## config.mk

```make
export PLATFORM = sky130hd
export DESIGN_NAME = bitscan_unit
export DESIGN_NICKNAME = d
export VERILOG_FILES = /design/src/rtl/bsu_pkg.sv /design/src/rtl/bsu_mask.sv /design/src/rtl/bsu_find.sv /design/src/rtl/bitscan_unit.sv
export SDC_FILE = /design/constraint.sdc
export NUM_CORES = 1
export LEC_CHECK = 0
export BUFFER_PORTS_ARGS = -buffer_cell sky130_fd_sc_hd__buf_2
export CORE_UTILIZATION = 43
export CTS_CLUSTER_SIZE = 24
export DETAILED_ROUTE_END_ITERATION = 12
export PLACE_DENSITY = 0.76
export SYNTH_ARGS = -nofsm -noshare
export SYNTH_HDL_FRONTEND = slang
export SYNTH_SLANG_ARGS = --single-unit
```

## constraint.sdc

```tcl
create_clock -name clk -period 3.24 [get_ports clk]
set_clock_uncertainty 0.05 [all_clocks]
set_input_delay 0.648 -clock clk [delete_from_list [all_inputs] [get_ports clk]]
set_output_delay 0.648 -clock clk [all_outputs]
set_load 0.01 [all_outputs]
```

## src/rtl/bsu_pkg.sv

```systemverilog
package bsu_pkg;
  typedef enum logic [1:0] {
    OP_LZC  = 2'b00,
    OP_TZC  = 2'b01,
    OP_SREV = 2'b10,
    OP_SFWD = 2'b11
  } bsu_op_e;
endpackage

```

## src/rtl/bsu_mask.sv

```systemverilog
module bsu_mask #(
  parameter int XLEN = 64,
  parameter int CW   = $clog2(XLEN) + 1
) (
  input  logic [1:0]      size,
  input  logic [XLEN-1:0] src,
  output logic [XLEN-1:0] masked,
  output logic [CW-1:0]   width
);
  localparam logic [XLEN-1:0] MASK_Q = {{(XLEN-XLEN/4){1'b0}}, {(XLEN/4){1'b1}}};
  localparam logic [XLEN-1:0] MASK_H = {{(XLEN-XLEN/2){1'b0}}, {(XLEN/2){1'b1}}};

  always_comb begin
    case (size)
      2'b00: begin masked = src & MASK_Q; width = CW'(XLEN/4); end
      2'b01: begin masked = src & MASK_H; width = CW'(XLEN/2); end
      default: begin masked = src; width = CW'(XLEN); end
    endcase
  end
endmodule

```

## src/rtl/bsu_find.sv

```systemverilog
module bsu_find #(
  parameter int W    = 64,
  parameter bit HIGH = 1'b1,
  parameter int IW   = $clog2(W)
) (
  input  logic [W-1:0]  vec,
  output logic [IW-1:0] idx,
  output logic          found
);
  assign found = |vec;

  generate
    if (HIGH) begin : g_high
      always_comb begin
        idx = '0;
        for (int i = 0; i < W; i++) if (vec[i]) idx = IW'(i);
      end
    end else begin : g_low
      always_comb begin
        idx = '0;
        for (int i = W - 1; i >= 0; i--) if (vec[i]) idx = IW'(i);
      end
    end
  endgenerate
endmodule

```

## src/rtl/bitscan_unit.sv

```systemverilog
module bitscan_unit #(
  parameter int XLEN = 64
) (
  input  logic            clk,
  input  logic            rst,
  input  logic            req_i,
  input  logic [1:0]      op_i,
  input  logic [1:0]      size_i,
  input  logic [XLEN-1:0] src_i,
  input  logic [XLEN-1:0] prev_dst_i,
  input  logic            cnt_en_i,
  output logic [XLEN-1:0] res_o,
  output logic            zf_o,
  output logic            cf_o,
  output logic            vld_o
);
  import bsu_pkg::*;

  localparam int IW = $clog2(XLEN);
  localparam int CW = IW + 1;

  logic [XLEN-1:0] opnd;
  logic [CW-1:0]   width;
  logic [IW-1:0]   hi_idx, lo_idx;
  logic            hi_found, lo_found;
  bsu_op_e         eff_op;
  logic [CW-1:0]   cnt;
  logic [XLEN-1:0] n_res;
  logic            n_zf, n_cf;

  bsu_mask #(.XLEN(XLEN), .CW(CW)) u_mask (
    .size(size_i), .src(src_i), .masked(opnd), .width(width)
  );

  bsu_find #(.W(XLEN), .HIGH(1'b1), .IW(IW)) u_hi (
    .vec(opnd), .idx(hi_idx), .found(hi_found)
  );

  bsu_find #(.W(XLEN), .HIGH(1'b0), .IW(IW)) u_lo (
    .vec(opnd), .idx(lo_idx), .found(lo_found)
  );

  // legacy mode: count opcodes map onto the scan in the same direction
  assign eff_op = cnt_en_i ? bsu_op_e'(op_i) : bsu_op_e'({1'b1, op_i[0]});

  always_comb begin
    cnt   = '0;
    n_res = '0;
    n_zf  = 1'b0;
    n_cf  = 1'b0;
    case (eff_op)
      OP_LZC, OP_TZC: begin
        if (!hi_found) begin
          n_res = {{(XLEN-CW){1'b0}}, width};
          n_cf  = 1'b1;
        end else begin
          cnt   = (eff_op == OP_LZC) ? (width - CW'(1) - {1'b0, hi_idx})
                                     : {1'b0, lo_idx};
          n_res = {{(XLEN-CW){1'b0}}, cnt};
          n_zf  = (cnt == '0);
        end
      end
      default: begin
        if (!lo_found) begin
          n_res = prev_dst_i;
          n_zf  = 1'b1;
        end else begin
          n_res = {{(XLEN-IW){1'b0}}, (eff_op == OP_SREV) ? hi_idx : lo_idx};
        end
      end
    endcase
  end

  always_ff @(posedge clk) begin
    if (rst) begin
      vld_o <= 1'b0;
      res_o <= '0;
      zf_o  <= 1'b0;
      cf_o  <= 1'b0;
    end else begin
      vld_o <= req_i;
      if (req_i) begin
        res_o <= n_res;
        zf_o  <= n_zf;
        cf_o  <= n_cf;
      end
    end
  end

  assert_vld_after_req_R10: assert property (@(posedge clk) disable iff (rst)
    req_i |=> vld_o);
  assert_no_vld_idle_R10: assert property (@(posedge clk) disable iff (rst)
    !req_i |=> !vld_o);
  assert_hold_idle_R10: assert property (@(posedge clk) disable iff (rst)
    !req_i |=> ($stable(res_o) && $stable(zf_o) && $stable(cf_o)));
  assert_flags_exclusive_R6: assert property (@(posedge clk) disable iff (rst)
    vld_o |-> !(zf_o && cf_o));
  assert_cf_width_R5: assert property (@(posedge clk) disable iff (rst)
    (vld_o && cf_o) |-> (res_o == XLEN'(XLEN/4) || res_o == XLEN'(XLEN/2)
                         || res_o == XLEN'(XLEN)));
  assert_upper_zero_R9: assert property (@(posedge clk) disable iff (rst)
    (vld_o && !zf_o) |-> (res_o[XLEN-1:CW] == '0));
endmodule

```

Word-level counts from Yosys, hierarchy flattened
Cells that the tools add are included. W data, S select, Z words.

Add/subtract/negate cells: 2. Multiplexer cells: 139. Eq/ne operators: 3. Reduce and logical (&&, ||, !) cells: 5.

Operator list (count): $mux W6 (97); $mux W64 (2); $pmux W64 S2 (1); $mux W5 (16); $reduce_or A64 Y1 (1); $mux W4 (8); $mux W7 (2); $pmux W7 S2 (1); $mux W3 (4); $logic_not A7 Y1 (1); $sub A7 B1 Y7 const B (1); $sub A7 B6 Y7 (1); $mux W2 (3); $mux W1 (5); $eq A2 B1 Y1 const B (2); $logic_not A2 Y1 (2); $eq A2 B2 Y1 const B (1); $reduce_or A2 Y1 (1).

Bits in registers: 67.

Depth between registers and ports, before layout
Depth after elaboration: 70. Depth in mapped cells: 13.

Hierarchy
A second synthesis with hierarchy kept.

Cell total of the unflattened synthesis: 696. Area, all modules: 5157.4 sq um.

By module, submodules not included: bitscan_unit (cells each 326, times used 1, area each 2884.0 sq um); bsu_find (u_lo) (cells each 145, times used 1, area each 887.1 sq um); bsu_find (u_hi) (cells each 146, times used 1, area each 852.1 sq um); bsu_mask (cells each 79, times used 1, area each 534.3 sq um).

Worst setup path after synthesis
OpenSTA, ideal clock, no wires.

Path type: input to register. Start: input src_i[32]. End: register res_o[6]. Cell stages on the path: 9. Setup time: 0.079 ns. Path buffers: 0. Arrival time: 3.107 ns. Setup slack: 0.004 ns. Required time: 3.111 ns. Cell sequence: o41a_1 > nor4_4 > a21oi_1 > ha_1 > fa_1 > or4_1 > a21oi_1 > a21oi_1 > a211oi_2.

Cells in the longest elaborated chain, start to end: 37. Elaborated cells between the ends (all ways): 39.

Ends and longest elaborated chain: from (decl) (RTL line bitscan_unit.sv:9) `input logic [XLEN-1:0] src_i,`; $pmux W64 S2 * (RTL line bsu_mask.sv:14) `case (size)`; $mux W6 (32 in series) (RTL line bsu_find.sv:16) `for (int i = 0; i < W; i++) if (vec[i]) idx = IW'(i);`; $sub A7 B6 Y7 (RTL line bitscan_unit.sv:57) `cnt = (eff_op == OP_LZC) ? (width - CW'(1) - {1'b0, hi_idx})`; $mux W7 (RTL line bitscan_unit.sv:57); $mux W7 (RTL line bitscan_unit.sv:53) `if (!hi_found) begin`; $mux W64 * (RTL line bitscan_unit.sv:51) `case (eff_op)`; to (signal assigned) (RTL line bitscan_unit.sv:83) `res_o <= n_res;`; to (decl) (RTL line bitscan_unit.sv:12) `output logic [XLEN-1:0] res_o,`.

Every way passes the cells marked *; elsewhere a longest branch is shown, timed or not. A chain may end at the register's enable or synchronous reset.

Worst setup path after layout
Start: input src_i[32]. End: register zf_o.

Cells in the longest elaborated chain, start to end: 38. Elaborated cells between the ends (all ways): 73.

Ends and longest elaborated chain: $pmux W64 S2 * (RTL line bsu_mask.sv:14); $mux W6, on equally long branches (32 in series) (RTL line bsu_find.sv:16, bsu_find.sv:21); $sub A7 B6 Y7 or $mux W6 (tied branches) (RTL line bitscan_unit.sv:57, bsu_find.sv:21); $mux W7 (RTL line bitscan_unit.sv:57); $logic_not A7 Y1 (RTL line bitscan_unit.sv:60) `n_zf = (cnt == '0);`; $mux W1 (RTL line bitscan_unit.sv:53); $mux W1 * (RTL line bitscan_unit.sv:51); to (signal assigned) (RTL line bitscan_unit.sv:84) `zf_o <= n_zf;`; to (decl) (RTL line bitscan_unit.sv:13) `output logic zf_o,`.

Marked as above.

==> results.ini <==
[synth]
synth.cell_area_sq_um = 4720
ys_ff_latch = 67
synth_cell_types = 78
ys_seq_area_frac = 0.284
yosys_warnings = 0
synth_edf_count = 0
syn_nets = 771
ys_async_sr_fraction = 0
syn_area_per_cell_sq_um = 7.46
synth_ff_type = dfxtp_1
syn_inst = 633

[setup_path]
crit_top_cell = o21ai_0
cp_slowest_cell = o41a_1
r2r-end = zf_o
end_kind = flop
cp_max_fo = 3
cp-start-kind = input port
crit_type = input port to flop
cp_top_family = compound AO/OA/AOI/OAI gates
r2r_cells = 6
path_buf_inv = 2
crit_chain = buf_2, o41a_1, nor4_4, a21oi_1, ha_1, fa_1, buf_4, xnor2_1, nor2_1, o21ai_0, nor3_1, o21ai_0, o32ai_1
startpoint = src_i[32]
slowest_delay_ps = 480
crit_arrival_ps = 3280
reg2reg_slack_ps = 1960
crit_required_ps = 3430
rr_startpoint = zf_o

[timing]
drv_slew = 0
period_needed_ps = 3090
slew_headroom = 0.561
fmax_mhz = 324
finalHoldViolations = 0
rsz0062_at_grt = no
fin_hold_ws_ps = 418
worstMarginPinSlew_ps = 658
setup_viol = 0
finalCritPeriodShare = 0.953

[detailed_routing]
wl_met1_mm = 6.40
ant_nets = 0
drt_iter0_drc = 451
wirelength_mm = 15.1
vias_per_cell = 5.74
first_pass_iters = 7
top_layer_used = met4
wl_met3_mm = 1.11
wl_per_cell_um = 15.2
wl_met2_mm = 7.47
num_vias = 5703
drc = 0

[grt]
grt_max_degree = 73
antenna_found_initial = 1
grt_usage = 0.263
overflow = 0
grt_pass1_vias = 5395
grt_pass1_wl_mm = 24.7

[finish]
syn_to_final_growth_pct = 32.8
seqCellArea_sq_um = 1340
drive_gt1_frac = 0.334
fin_nets = 989
fin_util = 0.599
final_cell_count_no_fill = 993
n_fill_cell = 988
multi_input_area_sq_um = 3090

[min_path]
hold_depth = 2
worstHoldStart = res_o[62]
worstHoldPathType = flop to flop
worstHoldEndpoint = res_o[62]

[cts]
cts-root-buf = clkbuf_8
cts_hold_buf = 0
h-tree-depth = 3
clk_latency_ps = 330
numCtsBuffers = 9
clkTransAtPathRegs_ps = 70
clockBufferDepth = 2
cts_sinks = 67
post_cts_resized = 0
post_cts_buffers = 0
cts_tree = yes

[run]
cap_violations = 0

[power]
total_power_mw = 2.04
power_density_nw_per_um2 = 325
leakagePower_nw = 2.68
ir_drop_mv = 0.282

[floorplanning]
die_area_sq_um = 11400
coreArea_sq_um = 10500
rows = 37
die_w_um = 107
die_height_um = 107
pin_count = 203
start_util = 0.451

[placed_design]
portBuffers = 202
dpl.cell_count = 976
dp_hpwl_mm = 11.5
place.gp.congestion = 0.863

[outcome]
outcome = completed

## report_power, final
group	leakage (nW)	internal [mW]	switching [mW]	total [mW]
Combinational	2.03	0.191	0.245	0.436
Clock	0.110	0.438	0.330	0.768
Sequential	0.541	0.831	0.00419	0.835
Total	2.68	1.46	0.579	2.04
## per-stage QoR
| step | cell area [sq um] | setup WS (ps) | TNS (ps) |
|---|---|---|---|
| CTS | 6270 | 173 | 0 |
| floorplan | 4720 | 4.06 | 0 |
| detailed placement | 6050 | -193 | -374 |
| global placement | 6050 | -156 | -305 |
| finish | 6270 | 151 | 0 |
| global route | 6270 | 4.06 | 0 |
## tightest hold or removal path, stage by stage, from the launching register on
cell	delay, ps
dfxtp_1	310
nand2b_1	60
a21oi_1	50
## layer usage
metal  global-route usage  vias up
met3               0.0559       11
met5                    0        -
met2                0.466      218
met1                0.329     2665
met4               0.0489        0
li1                     -     2809
## registers in the layout, indices dropped and copies added, names as in the netlist
| register | count |
|---|---|
| cf_o | 1 |
| res_o | 64 |
| vld_o | 1 |
| zf_o | 1 |
## worst max-delay path by stage
stage / endpoint / depth (start not counted) / slack (ps)
2_1_floorplan: res_o[6] / 9 / 4
3_3_place_gp: zf_o / 13 / -160
3_5_place_dp: zf_o / 13 / -190
4_1_cts: res_o[6] / 10 / 170
5_1_grt: zf_o / 13 / 4
6_report: zf_o / 13 / 150
## layout make-up
| class | count | area share |
|---|---|---|
| Tap cell | 136 | 0.0271 |
| Sequential cell | 67 | 0.214 |
| Antenna cell | 1 | 0.000399 |
| Clock inverter | 7 | 0.0158 |
| Multi-Input combinational cell | 504 | 0.492 |
| Timing Repair Buffer | 247 | 0.217 |
| Inverter | 22 | 0.0132 |
| Clock buffer | 9 | 0.0198 |
## cells in the mapped netlist, types with 4 or more instances
master	n	share of area
clkbuf_1	22	0.017
a211oi_1	6	0.0095
a21boi_0	5	0.0080
a31oi_1	7	0.0093
o21a_1	4	0.0064
inv_1	21	0.017
o31ai_1	11	0.017
nand3_1	63	0.067
o21ai_0	34	0.036
o311ai_0	4	0.0074
nor3_1	13	0.014
buf_4	8	0.013
nor2_1	59	0.047
buf_2	4	0.0042
nor2b_1	15	0.020
or4_1	5	0.0080
o221ai_1	5	0.0093
o41a_1	6	0.014
dfxtp_1	67	0.28
nand4_1	4	0.0053
nor4_1	11	0.015
nand2_1	11	0.0087
a21oi_1	92	0.098
nand2b_1	63	0.083
a221oi_1	6	0.011
o41ai_1	7	0.013
## cell families after synthesis
group           count (synthesis)  synth area share
compound gates                227             0.320
xor+xnor                        2           0.00371
fa+ha+maj                       2           0.00689
buf+inv                        62            0.0618
flops                          67             0.284
mux                             4           0.00875
simple gates                  269             0.315
## placed cells by master (no fill, tap or decap), types with 3 or more instances in the layout
cell	instances
nor2b_1	15
nor2_1	59
o21bai_1	3
nand2b_1	63
or2_2	3
buf_4	45
o31a_1	3
dfxtp_1	67
a21boi_0	5
nand3_1	63
buf_2	201
nor3_1	13
o221a_2	3
o21a_1	4
clkbuf_8	9
nand2_1	11
inv_1	21
o21ai_0	34
a31oi_1	7
or3_1	3
a21o_1	3
o41a_1	6
o41ai_1	7
nand4_1	4
mux2i_1	3
a2111oi_0	3
a21oi_1	92
a22oi_1	3
a221oi_1	6
nor4_1	11
a211oi_1	6
or4_1	5
o311ai_0	4
o31ai_1	11
o221ai_1	5
No activity file was read; power rests on OpenSTA's default activity.
